### src/rtl/cpr_pkg.sv
package cpr_pkg;
  localparam int DW      = 64;
  localparam int IW      = 6;
  localparam int CPU_W   = 8;
  localparam int CYC_W   = DW / 2;
  localparam int N_SCR   = 8;
  localparam int SCR_CPU = N_SCR - 1;

  localparam int I_VBASE = 8;
  localparam int I_EXCA  = 9;
  localparam int I_TREQ  = 10;
  localparam int I_TEN   = 11;
  localparam int I_PRIO  = 12;
  localparam int I_IMODE = 13;
  localparam int I_DMODE = 14;
  localparam int I_CTLST = 15;
  localparam int I_CMODE = 16;
  localparam int I_MMODE = 17;
  localparam int I_IASN  = 18;
  localparam int I_DASN  = 19;
  localparam int I_XSUM  = 20;
  localparam int I_XMSK  = 21;
  localparam int I_IPTB  = 22;
  localparam int I_DPTB  = 23;
  localparam int I_MCSR  = 24;
  localparam int I_CYC   = 25;
  localparam int I_INTID = 26;
  localparam int I_MMST  = 27;
  localparam int N_STORE = 28;
  localparam int SW      = $clog2(N_STORE);

  localparam int I_IFLUSH = 28;
  localparam int I_DFLUSH = 29;
  localparam int I_DFLONE = 30;
  localparam int N_CMD    = I_DFLONE - I_IFLUSH + 1;
  localparam int CMD_ONE  = I_DFLONE - I_IFLUSH;

  localparam logic [DW-1:0] MCSR_RST = DW'(6);

  typedef enum logic [2:0] {
    K_NONE, K_RW, K_CC, K_CLR, K_RO, K_CTL
  } kind_e;

  typedef struct packed {
    kind_e           kind;
    logic [DW-1:0]   mask;
  } attr_t;

  function automatic attr_t reg_attr(input logic [IW-1:0] idx);
    attr_t a;
    a.kind = K_NONE;
    a.mask = '0;
    if (int'(idx) < N_SCR) begin
      a.kind = K_RW;
      a.mask = '1;
    end else begin
      case (idx)
        IW'(I_VBASE), IW'(I_MCSR): begin a.kind = K_RW; a.mask = '1; end
        IW'(I_EXCA):  begin a.kind = K_RW; a.mask = ~DW'(64'h2); end
        IW'(I_TREQ), IW'(I_TEN): begin a.kind = K_RW; a.mask = DW'(64'hf); end
        IW'(I_PRIO):  begin a.kind = K_RW; a.mask = DW'(64'h1f); end
        IW'(I_IMODE), IW'(I_DMODE): begin a.kind = K_RW; a.mask = DW'(64'h18); end
        IW'(I_CTLST): begin a.kind = K_RW; a.mask = DW'(64'hff_ffff_0300); end
        IW'(I_CMODE), IW'(I_MMODE): begin a.kind = K_RW; a.mask = DW'(64'h3f); end
        IW'(I_IASN):  begin a.kind = K_RW; a.mask = DW'(64'h7f0); end
        IW'(I_DASN):  begin a.kind = K_RW; a.mask = 64'hfe00_0000_0000_0000; end
        IW'(I_IPTB), IW'(I_DPTB): begin a.kind = K_RW; a.mask = 64'hffff_ffff_c000_0000; end
        IW'(I_CYC):   begin a.kind = K_CC; a.mask = '1; end
        IW'(I_XSUM), IW'(I_XMSK): a.kind = K_CLR;
        IW'(I_INTID), IW'(I_MMST): a.kind = K_RO;
        IW'(I_IFLUSH), IW'(I_DFLUSH), IW'(I_DFLONE): a.kind = K_CTL;
        default: a.kind = K_NONE;
      endcase
    end
    return a;
  endfunction

  function automatic int stat_index(input logic [1:0] sel);
    case (sel)
      2'd0:    return I_INTID;
      2'd1:    return I_MMST;
      2'd2:    return I_XSUM;
      default: return I_XMSK;
    endcase
  endfunction
endpackage

### src/rtl/cpr_decode.sv
module cpr_decode
  import cpr_pkg::*;
(
  input  logic            valid_i,
  input  logic            we_i,
  input  logic            spec_i,
  input  logic [IW-1:0]   idx_i,
  input  logic [DW-1:0]   wdata_i,
  output kind_e           kind_o,
  output logic            store_we_o,
  output logic [DW-1:0]   wval_o,
  output logic            fault_o,
  output logic [N_CMD-1:0] cmd_o
);
  attr_t attr;
  logic  wr_go;

  assign attr   = reg_attr(idx_i);
  assign kind_o = attr.kind;
  assign wr_go  = valid_i && we_i && !spec_i;

  always_comb begin
    store_we_o = 1'b0;
    wval_o     = '0;
    unique case (attr.kind)
      K_RW, K_CC: begin store_we_o = wr_go; wval_o = wdata_i & attr.mask; end
      K_CLR:      begin store_we_o = wr_go; wval_o = '0; end
      default:    ;
    endcase
  end

  // illegal: store to read-only/undefined, fetch from write-only/undefined
  assign fault_o = (wr_go && (attr.kind == K_RO || attr.kind == K_NONE)) ||
                   (valid_i && !we_i && (attr.kind == K_CTL || attr.kind == K_NONE));

  for (genvar c = 0; c < N_CMD; c++) begin : g_cmd
    assign cmd_o[c] = wr_go && (attr.kind == K_CTL) && (idx_i == IW'(I_IFLUSH + c));
  end
endmodule

### src/rtl/cpr_bank.sv
module cpr_bank
  import cpr_pkg::*;
(
  input  logic                        clk_i,
  input  logic                        rst_ni,
  input  logic [CPU_W-1:0]            cpu_id_i,
  input  logic                        we_i,
  input  logic [IW-1:0]               idx_i,
  input  logic [DW-1:0]               wval_i,
  input  logic                        stat_we_i,
  input  logic [1:0]                  stat_sel_i,
  input  logic [DW-1:0]               stat_data_i,
  output logic [N_STORE-1:0][DW-1:0]  regs_o
);
  logic init_q;
  int   stat_tgt;

  assign stat_tgt = stat_index(stat_sel_i);

  always_ff @(posedge clk_i or negedge rst_ni) begin
    if (!rst_ni) init_q <= 1'b1;
    else         init_q <= 1'b0;
  end

  for (genvar g = 0; g < N_STORE; g++) begin : g_reg
    localparam bit IS_HW  = (g == I_INTID) || (g == I_MMST) || (g == I_XSUM) || (g == I_XMSK);
    localparam bit IS_CPU = (g == SCR_CPU);
    localparam logic [DW-1:0] RST_V = (g == I_MCSR) ? MCSR_RST : '0;
    logic [DW-1:0] q;
    logic          hw_hit, bus_hit, id_load;

    assign hw_hit  = IS_HW && stat_we_i && (stat_tgt == g);
    assign bus_hit = we_i && (idx_i == IW'(g));
    assign id_load = IS_CPU && init_q;

    // hardware status load wins over a clearing bus write in the same cycle
    always_ff @(posedge clk_i or negedge rst_ni) begin
      if (!rst_ni)      q <= RST_V;
      else if (id_load) q <= DW'(cpu_id_i);
      else if (hw_hit)  q <= stat_data_i;
      else if (bus_hit) q <= wval_i;
    end
    assign regs_o[g] = q;
  end

  AST_RO_HOLD_ID: assert property (@(posedge clk_i) disable iff (!rst_ni)
    !stat_we_i |=> $stable(regs_o[I_INTID]));
  AST_RO_HOLD_MM: assert property (@(posedge clk_i) disable iff (!rst_ni)
    !stat_we_i |=> $stable(regs_o[I_MMST]));
  AST_EXCA_BIT1: assert property (@(posedge clk_i) disable iff (!rst_ni)
    regs_o[I_EXCA][1] == 1'b0);
  AST_PRIO_MASK: assert property (@(posedge clk_i) disable iff (!rst_ni)
    (regs_o[I_PRIO] & ~DW'(64'h1f)) == '0);
endmodule

### src/rtl/cpr_resp.sv
module cpr_resp
  import cpr_pkg::*;
(
  input  logic                        clk_i,
  input  logic                        rst_ni,
  input  logic                        valid_i,
  input  logic                        we_i,
  input  kind_e                       kind_i,
  input  logic [IW-1:0]               idx_i,
  input  logic [DW-1:0]               wdata_i,
  input  logic [CYC_W-1:0]            cycle_i,
  input  logic [N_STORE-1:0][DW-1:0]  regs_i,
  input  logic                        fault_i,
  input  logic [N_CMD-1:0]            cmd_i,
  output logic [DW-1:0]               rdata_o,
  output logic                        fault_o,
  output logic [N_CMD-1:0]            cmd_o,
  output logic [DW-1:0]               va_o
);
  logic [DW-1:0] rd_v;

  always_comb begin
    rd_v = '0;
    unique case (kind_i)
      K_RW, K_CLR, K_RO: rd_v = regs_i[idx_i[SW-1:0]];
      K_CC:              rd_v = {regs_i[I_CYC][DW-1:CYC_W], cycle_i};
      default:           rd_v = '0;
    endcase
  end

  always_ff @(posedge clk_i or negedge rst_ni) begin
    if (!rst_ni) begin
      rdata_o <= '0;
      fault_o <= 1'b0;
      cmd_o   <= '0;
      va_o    <= '0;
    end else begin
      rdata_o <= (valid_i && !we_i && !fault_i) ? rd_v : '0;
      fault_o <= fault_i;
      cmd_o   <= cmd_i;
      va_o    <= cmd_i[CMD_ONE] ? wdata_i : '0;
    end
  end
endmodule

### src/rtl/cpr_file.sv
module cpr_file
  import cpr_pkg::*;
(
  input  logic              clk_i,
  input  logic              rst_ni,
  input  logic [CPU_W-1:0]  cpu_id_i,
  input  logic [CYC_W-1:0]  cycle_i,
  input  logic              spec_i,
  input  logic              req_valid_i,
  input  logic              req_we_i,
  input  logic [IW-1:0]     req_idx_i,
  input  logic [DW-1:0]     req_wdata_i,
  input  logic              stat_we_i,
  input  logic [1:0]        stat_sel_i,
  input  logic [DW-1:0]     stat_data_i,
  output logic [DW-1:0]     rdata_o,
  output logic              fault_o,
  output logic [N_CMD-1:0]  tlb_cmd_o,
  output logic [DW-1:0]     tlb_va_o
);
  kind_e                       kind;
  logic                        store_we, fault_c;
  logic [DW-1:0]               wval;
  logic [N_CMD-1:0]            cmd_c;
  logic [N_STORE-1:0][DW-1:0]  regs;

  cpr_decode u_dec (
    .valid_i    (req_valid_i),
    .we_i       (req_we_i),
    .spec_i     (spec_i),
    .idx_i      (req_idx_i),
    .wdata_i    (req_wdata_i),
    .kind_o     (kind),
    .store_we_o (store_we),
    .wval_o     (wval),
    .fault_o    (fault_c),
    .cmd_o      (cmd_c)
  );

  cpr_bank u_bank (
    .clk_i       (clk_i),
    .rst_ni      (rst_ni),
    .cpu_id_i    (cpu_id_i),
    .we_i        (store_we),
    .idx_i       (req_idx_i),
    .wval_i      (wval),
    .stat_we_i   (stat_we_i),
    .stat_sel_i  (stat_sel_i),
    .stat_data_i (stat_data_i),
    .regs_o      (regs)
  );

  cpr_resp u_resp (
    .clk_i   (clk_i),
    .rst_ni  (rst_ni),
    .valid_i (req_valid_i),
    .we_i    (req_we_i),
    .kind_i  (kind),
    .idx_i   (req_idx_i),
    .wdata_i (req_wdata_i),
    .cycle_i (cycle_i),
    .regs_i  (regs),
    .fault_i (fault_c),
    .cmd_i   (cmd_c),
    .rdata_o (rdata_o),
    .fault_o (fault_o),
    .cmd_o   (tlb_cmd_o),
    .va_o    (tlb_va_o)
  );

  AST_SPEC_QUIET: assert property (@(posedge clk_i) disable iff (!rst_ni)
    (req_valid_i && req_we_i && spec_i) |=> (!fault_o && tlb_cmd_o == '0));
  AST_SPEC_NO_STORE: assert property (@(posedge clk_i) disable iff (!rst_ni)
    (req_valid_i && req_we_i && spec_i && !stat_we_i) |=> $stable(regs));
  AST_FAULT_ZERO: assert property (@(posedge clk_i) disable iff (!rst_ni)
    fault_o |-> rdata_o == '0);
  AST_CMD_ONEHOT: assert property (@(posedge clk_i) disable iff (!rst_ni)
    $onehot0(tlb_cmd_o));
  AST_IDLE_QUIET: assert property (@(posedge clk_i) disable iff (!rst_ni)
    !req_valid_i |=> (!fault_o && rdata_o == '0 && tlb_cmd_o == '0));
endmodule

### config.mk
export PLATFORM = sky130hd
export DESIGN_NAME = cpr_file
export DESIGN_NICKNAME = d
export VERILOG_FILES = /design/src/rtl/cpr_pkg.sv /design/src/rtl/cpr_decode.sv /design/src/rtl/cpr_bank.sv /design/src/rtl/cpr_resp.sv /design/src/rtl/cpr_file.sv
export SDC_FILE = /design/constraint.sdc
export NUM_CORES = 2
export LEC_CHECK = 0
export ABC_CLOCK_PERIOD_IN_PS = 4250
export BUFFER_PORTS_ARGS = -buffer_cell sky130_fd_sc_hd__buf_2
export CORE_UTILIZATION = 45
export CTS_CLUSTER_DIAMETER = 150
export DETAILED_ROUTE_END_ITERATION = 8
export PLACE_DENSITY_LB_ADDON = 0.1
export SYNTH_ARGS = -nofsm -noshare
export SYNTH_HDL_FRONTEND = slang
export SYNTH_SLANG_ARGS = --single-unit
export TNS_END_PERCENT = 5
### constraint.sdc
create_clock -name clk_i -period 4.25 [get_ports clk_i]
set_input_delay 1.0625 -clock clk_i [delete_from_list [all_inputs] [get_ports clk_i]]
set_output_delay 1.0625 -clock clk_i [all_outputs]
set_load 0.02 [all_outputs]
# == Yosys cells after proc, flatten, opt, wreduce, memory -nomap -nowiden ==
# Index checks and enable logic that the tools add are counted.
# totals
mem_count,0
mem_bits_ro,0
ramBits,0
latchBits,0
word_cells,166
ff_bits,1925
out_inout_bits,132
# op_classes
magnitude_cmp,2
n_addsub,0
eq_ne,41
mux,21
multipliers,0
reduce_logical,68
n_bitwise,1
div,0
shifts,0
# op_table
op,count
$mux W64,14
$pmux W64 S10,1
$bmux W64 S5,1
$eq A32 B6 Y1 const B,4
$pmux W64 S2,1
$eq A6 B5 Y1 const B,15
$mux W67,1
$and A64 B64 Y64,1
$eq A6 B4 Y1 const B,8
$logic_and A1 B1 Y1,42
$eq A6 B3 Y1 const B,4
$pmux W3 S5,1
$reduce_or A15 Y1,1
$reduce_or A2 Y1,7
$eq A6 B2 Y1 const B,2
$pmux W4 S3,1
$reduce_or A3 Y1,4
$reduce_bool A2 Y1,5
$eq A3 B2 Y1 const B,2
$eq A3 B3 Y1 const B,2
$eq A6 B1 Y1 const B,1
$logic_not A6 Y1,1
$lt A5 B6 Y1 const B,1
$lt A6 B4 Y1 const B,1
other kinds (8),12

# == Depth between registers and ports, before layout ==
# logic_depth
word_depth,11
depth_mapped,10
mapped_depth_nobuf,5

# == Modules after synthesis ==
# From an unflattened synthesis, not the netlist that was laid out.
# unflattened
cells_unflattened,7022
hier_area_um2,90783.3
# by_module_without_submodules
module,seq_area_each_um2,cells_per_inst,instances,area_per_inst_um2
cpr_bank,44871.8,5107,1,70737.8
cpr_resp,3303.2,1738,1,18906.9
cpr_decode,0.0,177,1,1138.6

# == Worst setup path after synthesis ==
# Ideal clock, no wire load.
# synth_timing
path_type,input to register
from,in req_idx_i[0]
to,reg u_resp.rdata_o[54]
slack_ns,1.530
arrival_ns,2.583
setup_time_ns,0.137
path_stages,10
cell_sequence,buf_4 -> buf_6 -> buf_4 -> buf_2 -> buf_4 -> mux4_2 -> a22oi_1 -> nand2_1 -> nand2_1 -> a31oi_1
# synth_via
elab_chain_len,11
# synth_rtl
element,line,text
start: declaration,cpr_file.sv:11,"input logic [IW-1:0] req_idx_i,"
"parallel branches: the longest is 10 deep, another holds $mux W67",-,
$mux W64 *,cpr_resp.sv:38,rdata_o <= (valid_i && !we_i && !fault_i) ? rd_v : '0;
end signal: assignment,cpr_resp.sv:38,
end: declaration,cpr_resp.sv:15,"output logic [DW-1:0] rdata_o,"
# Every way passes the cells marked *. The select of a mux whose other input is x is not followed.
# A chain may end at the register's enable or synchronous reset.

# == Worst setup path after layout ==
# layout_timing
from,in req_idx_i[4]
to,reg u_bank.g_reg[21].q[26]
# layout_via
elab_chain_len,9
# layout_rtl
element,line,text
$eq A6 B5 Y1 (tied with other cells),cpr_pkg.sv:57,case (idx)
$reduce_or A15 Y1 (no source line) (tied with other cells),-,
$pmux W3 S5,cpr_pkg.sv:57,
$mux W67,cpr_pkg.sv:53,if (int'(idx) < N_SCR) begin
$eq A3 B1 Y1 or $eq A3 B2 Y1 (tied branches),cpr_decode.sv:25,unique case (attr.kind)
$reduce_or A2 Y1 or $reduce_or A3 Y1 (tied branches),-,
$mux W64 or $mux W1 (tied branches),cpr_decode.sv:25,
$mux W64 or $logic_and A1 B1 Y1 (tied branches),"cpr_bank.sv:41, cpr_bank.sv:33",
$mux W64 or $reduce_bool A2 Y1 (tied branches),-,
end signal: assignment,cpr_bank.sv:39,else if (id_load) q <= DW'(cpu_id_i);
end signal: assignment,cpr_bank.sv:40,else if (hw_hit) q <= stat_data_i;
end signal: assignment,cpr_bank.sv:41,else if (bus_hit) q <= wval_i;
end: declaration,cpr_bank.sv:29,logic [DW-1:0] q;
# Parallel ways exist; a longest one is shown, timed or not. The select of a mux whose other input is x is not followed.

==> summary.md <==
| Metric | Value |
|---|---|
| Pwr dens | `431 nW/um^2` |
| TritonCTS clock tree | `done` |
| Top_reg_cell synth | `dfrtp_1` |
| Final clock skew | `0.0268 ns` |
| VDD IR max | `0.355 mV` |
| Total power | `about 40,000 uW` |
| Cell taking the most area after synthesis | `dfrtp_1` |
| Post-CTS sizing | `0` |
| Setup TNS Final | `0 ns` |
| Switching share of total power | `24.1%` |
| Clk sinks | `1,925` |
| Critical path's top delay family | `simple AND/OR/NAND/NOR gates` |
| Gpl congestion | `0.847` |
| Initial antenna violation count | `31` |
| Combinational share of power | `about 6.8%` |
| Gate Count Post-Synth | `7,134` |
| Layout area overhead | `13.6%` |
| Buf/Inv on CP | `2` |
| Setup Crit Path Kind | `primary input to register` |
| Inserted Clock Buffers | `between 200 and 250` |
| Slew HR | `a little under a quarter` |
| Met2 usage | `48.8%` |
| Vias in the first global route | `57,317` |
| Num ports | `~310` |
| Clk pwr share | `45.2%` |
| Crit share post-route | `65.2%` |
| H-tree levels | `4` |
| Core area | `179,000 sq um` |
| Ys async rst share | `100%` |
| Leak | `0.0428 uW` |
| Kind of end point of the critical path | `register` |
| Sequential-to-total area share from yosys stat | `59.0%` |
| Via count | `56,551` |
| Routed WL | `274 mm` |
| Sw Pwr | `9640 uW` |
| Post-CTS Hold Fix Bufs | `0` |
| RSZ-0062 raised after global routing | `no` |
| Antenna viol nets, final | `0` |
| Root buffer cell | `clkbuf_16` |
| WL/cell | `28.1 um` |
| Fmax | `0.361 GHz` |
| Clk slew on worst S/H paths | `0.06 ns` |
| Worst skew pair latency | `0.85 ns` |
| Post-DP HPWL | `162 mm` |
| Number of setup buffers added after CTS | `0` |
| Syn avg cell area | `approximately 11 sq um` |
| Status | `completed` |
| Die W | `428 um` |
| Via/cell ratio | `5.79` |
| Worst r2r src | `u_bank.g_reg[7].id_load` |
| GR met1 Demand/Resource | `41.2%` |
| CP max stage delay | `0.54 ns` |
| CP arrival | `~3.5 ns` |
| CP startpoint | `req_idx_i[4]` |
| Multi-input logic area | `30,800 sq um` |
| Die area | `183,000 sq um` |
| Initial Util | `a little under half` |
| Crit Path Max Fanout | `26` |
| Port-buffer cells | `313` |
| Internal Power | `30,400 uW` |
| Max-cap violations | `0` |
| Endpoints failing hold | `0` |
| Yosys synthesis warning count | `0` |
| Crit path cell chain | `buf_2, nor2b_2, and2_1, nand2_1, nor3_4, buf_4, a21oi_1` |
| Seq pwr share | `48.0%` |
| Busiest grt layer | `met2` |
| Startpoint types | `primary input` |
| Die height | `428 um` |
| Post-route minimum period | `around 2.8 ns` |
| Setup-failing EPs final | `0` |
| CP required | `4.93 ns` |
| Final Max Slew Viols | `0` |
| FF/Latch Area | `about 48,000 sq um` |
| Share of cells above drive strength 1 | `between 15 and 20%` |
| Clock Path Buffers | `3` |
| Commonest non-fill, non-tap cell in the layout | `dfrtp_1` |
| Post-synth EDFFs | `0` |
| Largest net degree at the start of global routing | `167` |
| Area share of the largest cell type after synthesis | `58.9%` |
| Post-route DRC | `0` |
| Synthesized cell area | `81,600 sq um` |
| Total GRT Usage | `30.1%` |
| Tightest Pin Transition | `1.14 ns` |
| Synth top area cells | `dfrtp_1 (59%), mux4_2 (8.2%), nand2_1 (7.0%)` |
| Nets | `7,426` |
| DRT iter0 DRCs | `5,321` |
| Grt total ovfl | `0` |
| Global-route wire length before repair | `405 mm` |
| Final instance area | `92,700 sq um` |
| Worst min-delay path class | `primary input to asynchronous set/reset pin` |
| Most frequent cells in the layout | `dfrtp_1 (1,922), nand2_1 (1,514), o21ai_0 (841)` |
| Synth Register Bits | `1,925` |
| Placed Area | `85,900 sq um` |
| Met3 Track Usage GR | `roughly 4.6%` |
| # rows | `around 160` |
| Slowest CP cell | `buf_4` |
| Filler cells | `between 15,000 and 20,000` |
| Drt pass-1 iters | `6` |
| Netlist cell types | `58` |
| Syn_nets | `7,316` |
[layout make-up]
class | instances | area share (%)
inverters | 5 | 0.0202
well taps | 2355 | 3.18
flip-flops and latches | 1925 | 52.0
clock inverters | 67 | 0.800
repair buffers | 516 | 4.28
clock buffers | 300 | 6.51
multi-input cells | 4592 | 33.2
diodes | 8 | 0.0216
[power by group through the flow]
| stage | combinational (uW) | sequential (uW) | clock [uW] |
|---|---|---|---|
| 2_1_floorplan | 1510 | 19400 | 0 |
| 3_3_place_gp | 2710 | 19500 | 0 |
| 3_5_place_dp | 2760 | 19500 | 0 |
| 4_1_cts | 2760 | 19200 | 18300 |
| 5_1_grt | 2960 | 19200 | 19100 |
| 6_report | 2740 | 19200 | 18100 |
[metrics by stage]
stage | hold slack, ns | setup WS, ns | instances | utilization (%)
6_report | 0.166 | 1.48 | 9768 | 51.7
5_1_grt | 0.167 | 1.41 | 9763 | 51.7
4_1_cts | 0.151 | 1.50 | 9760 | 51.7
3_5_place_dp | 0.465 | 0.665 | 9393 | 47.9
3_3_place_gp | 0.456 | 0.629 | 9393 | 47.9
2_1_floorplan | 0.444 | 1.53 | 7134 | -
[cell usage after synthesis (4+ instances only)]
cell type,count
a31oi_1,62
nand4_1,57
a22oi_1,109
o21ai_0,841
a22o_1,62
buf_2,120
nand3_1,68
buf_1,13
o211ai_1,7
nor2_1,14
dfrtp_1,1922
nand2_1,1515
and2_1,700
nor3_2,4
mux2_2,161
clkbuf_1,412
buf_4,33
and3_1,7
nor2b_1,7
o21ai_1,20
mux4_2,297
o22ai_1,62
nor2_2,4
o21a_1,5
a21oi_1,252
buf_6,30
mux2i_1,303
[path summary, 6_finish.rpt]
check	end	slack, ns	cells after the start
max	u_bank.g_reg[21].q[26]	1.48	7
min	u_bank.g_reg[6].q[56]	0.17	1
max reg2reg	u_bank.g_reg[7].q[29]	2.22	2
min reg2reg	u_bank.g_reg[19].q[60]	0.47	2
max in group asynchronous	u_bank.g_reg[21].q[43]	2.59	2
min in group clk_i	u_bank.g_reg[7].q[7]	0.44	2
[flip-flops by register name, indices dropped and copies added (netlist names)]
signal            count
u_bank.g.q         1792
u_bank.g.id_load      1
u_resp.fault_o        1
u_resp.va_o          64
u_resp.cmd_o          3
u_resp.rdata_o       64
[routing by layer]
metal	vias up	wire length (um)	part of all wire (%)
li1	24749	-	-
met1	29372	116000	42
met2	1908	132000	48
met3	506	16500	6.0
met4	16	10100	3.7
met5	-	105	0.038
[worst reg2reg max path, stage by stage (launching register included)]
cell,delay (ns)
dfstp_4,1.28
buf_4,0.51
a21oi_1,0.10
[cells by family after synthesis]
logic type / after synthesis / synth area share (%)
and+or+nand+nor: 2396 / 13.6
DFF: 1925 / 59.0
AOI/OAI and AO/OA: 1434 / 9.71
muxes: 761 / 14.1
buffers and inverters: 617 / 3.51
other: 1 / 0.00459
(Power assumes the default switching activity.)
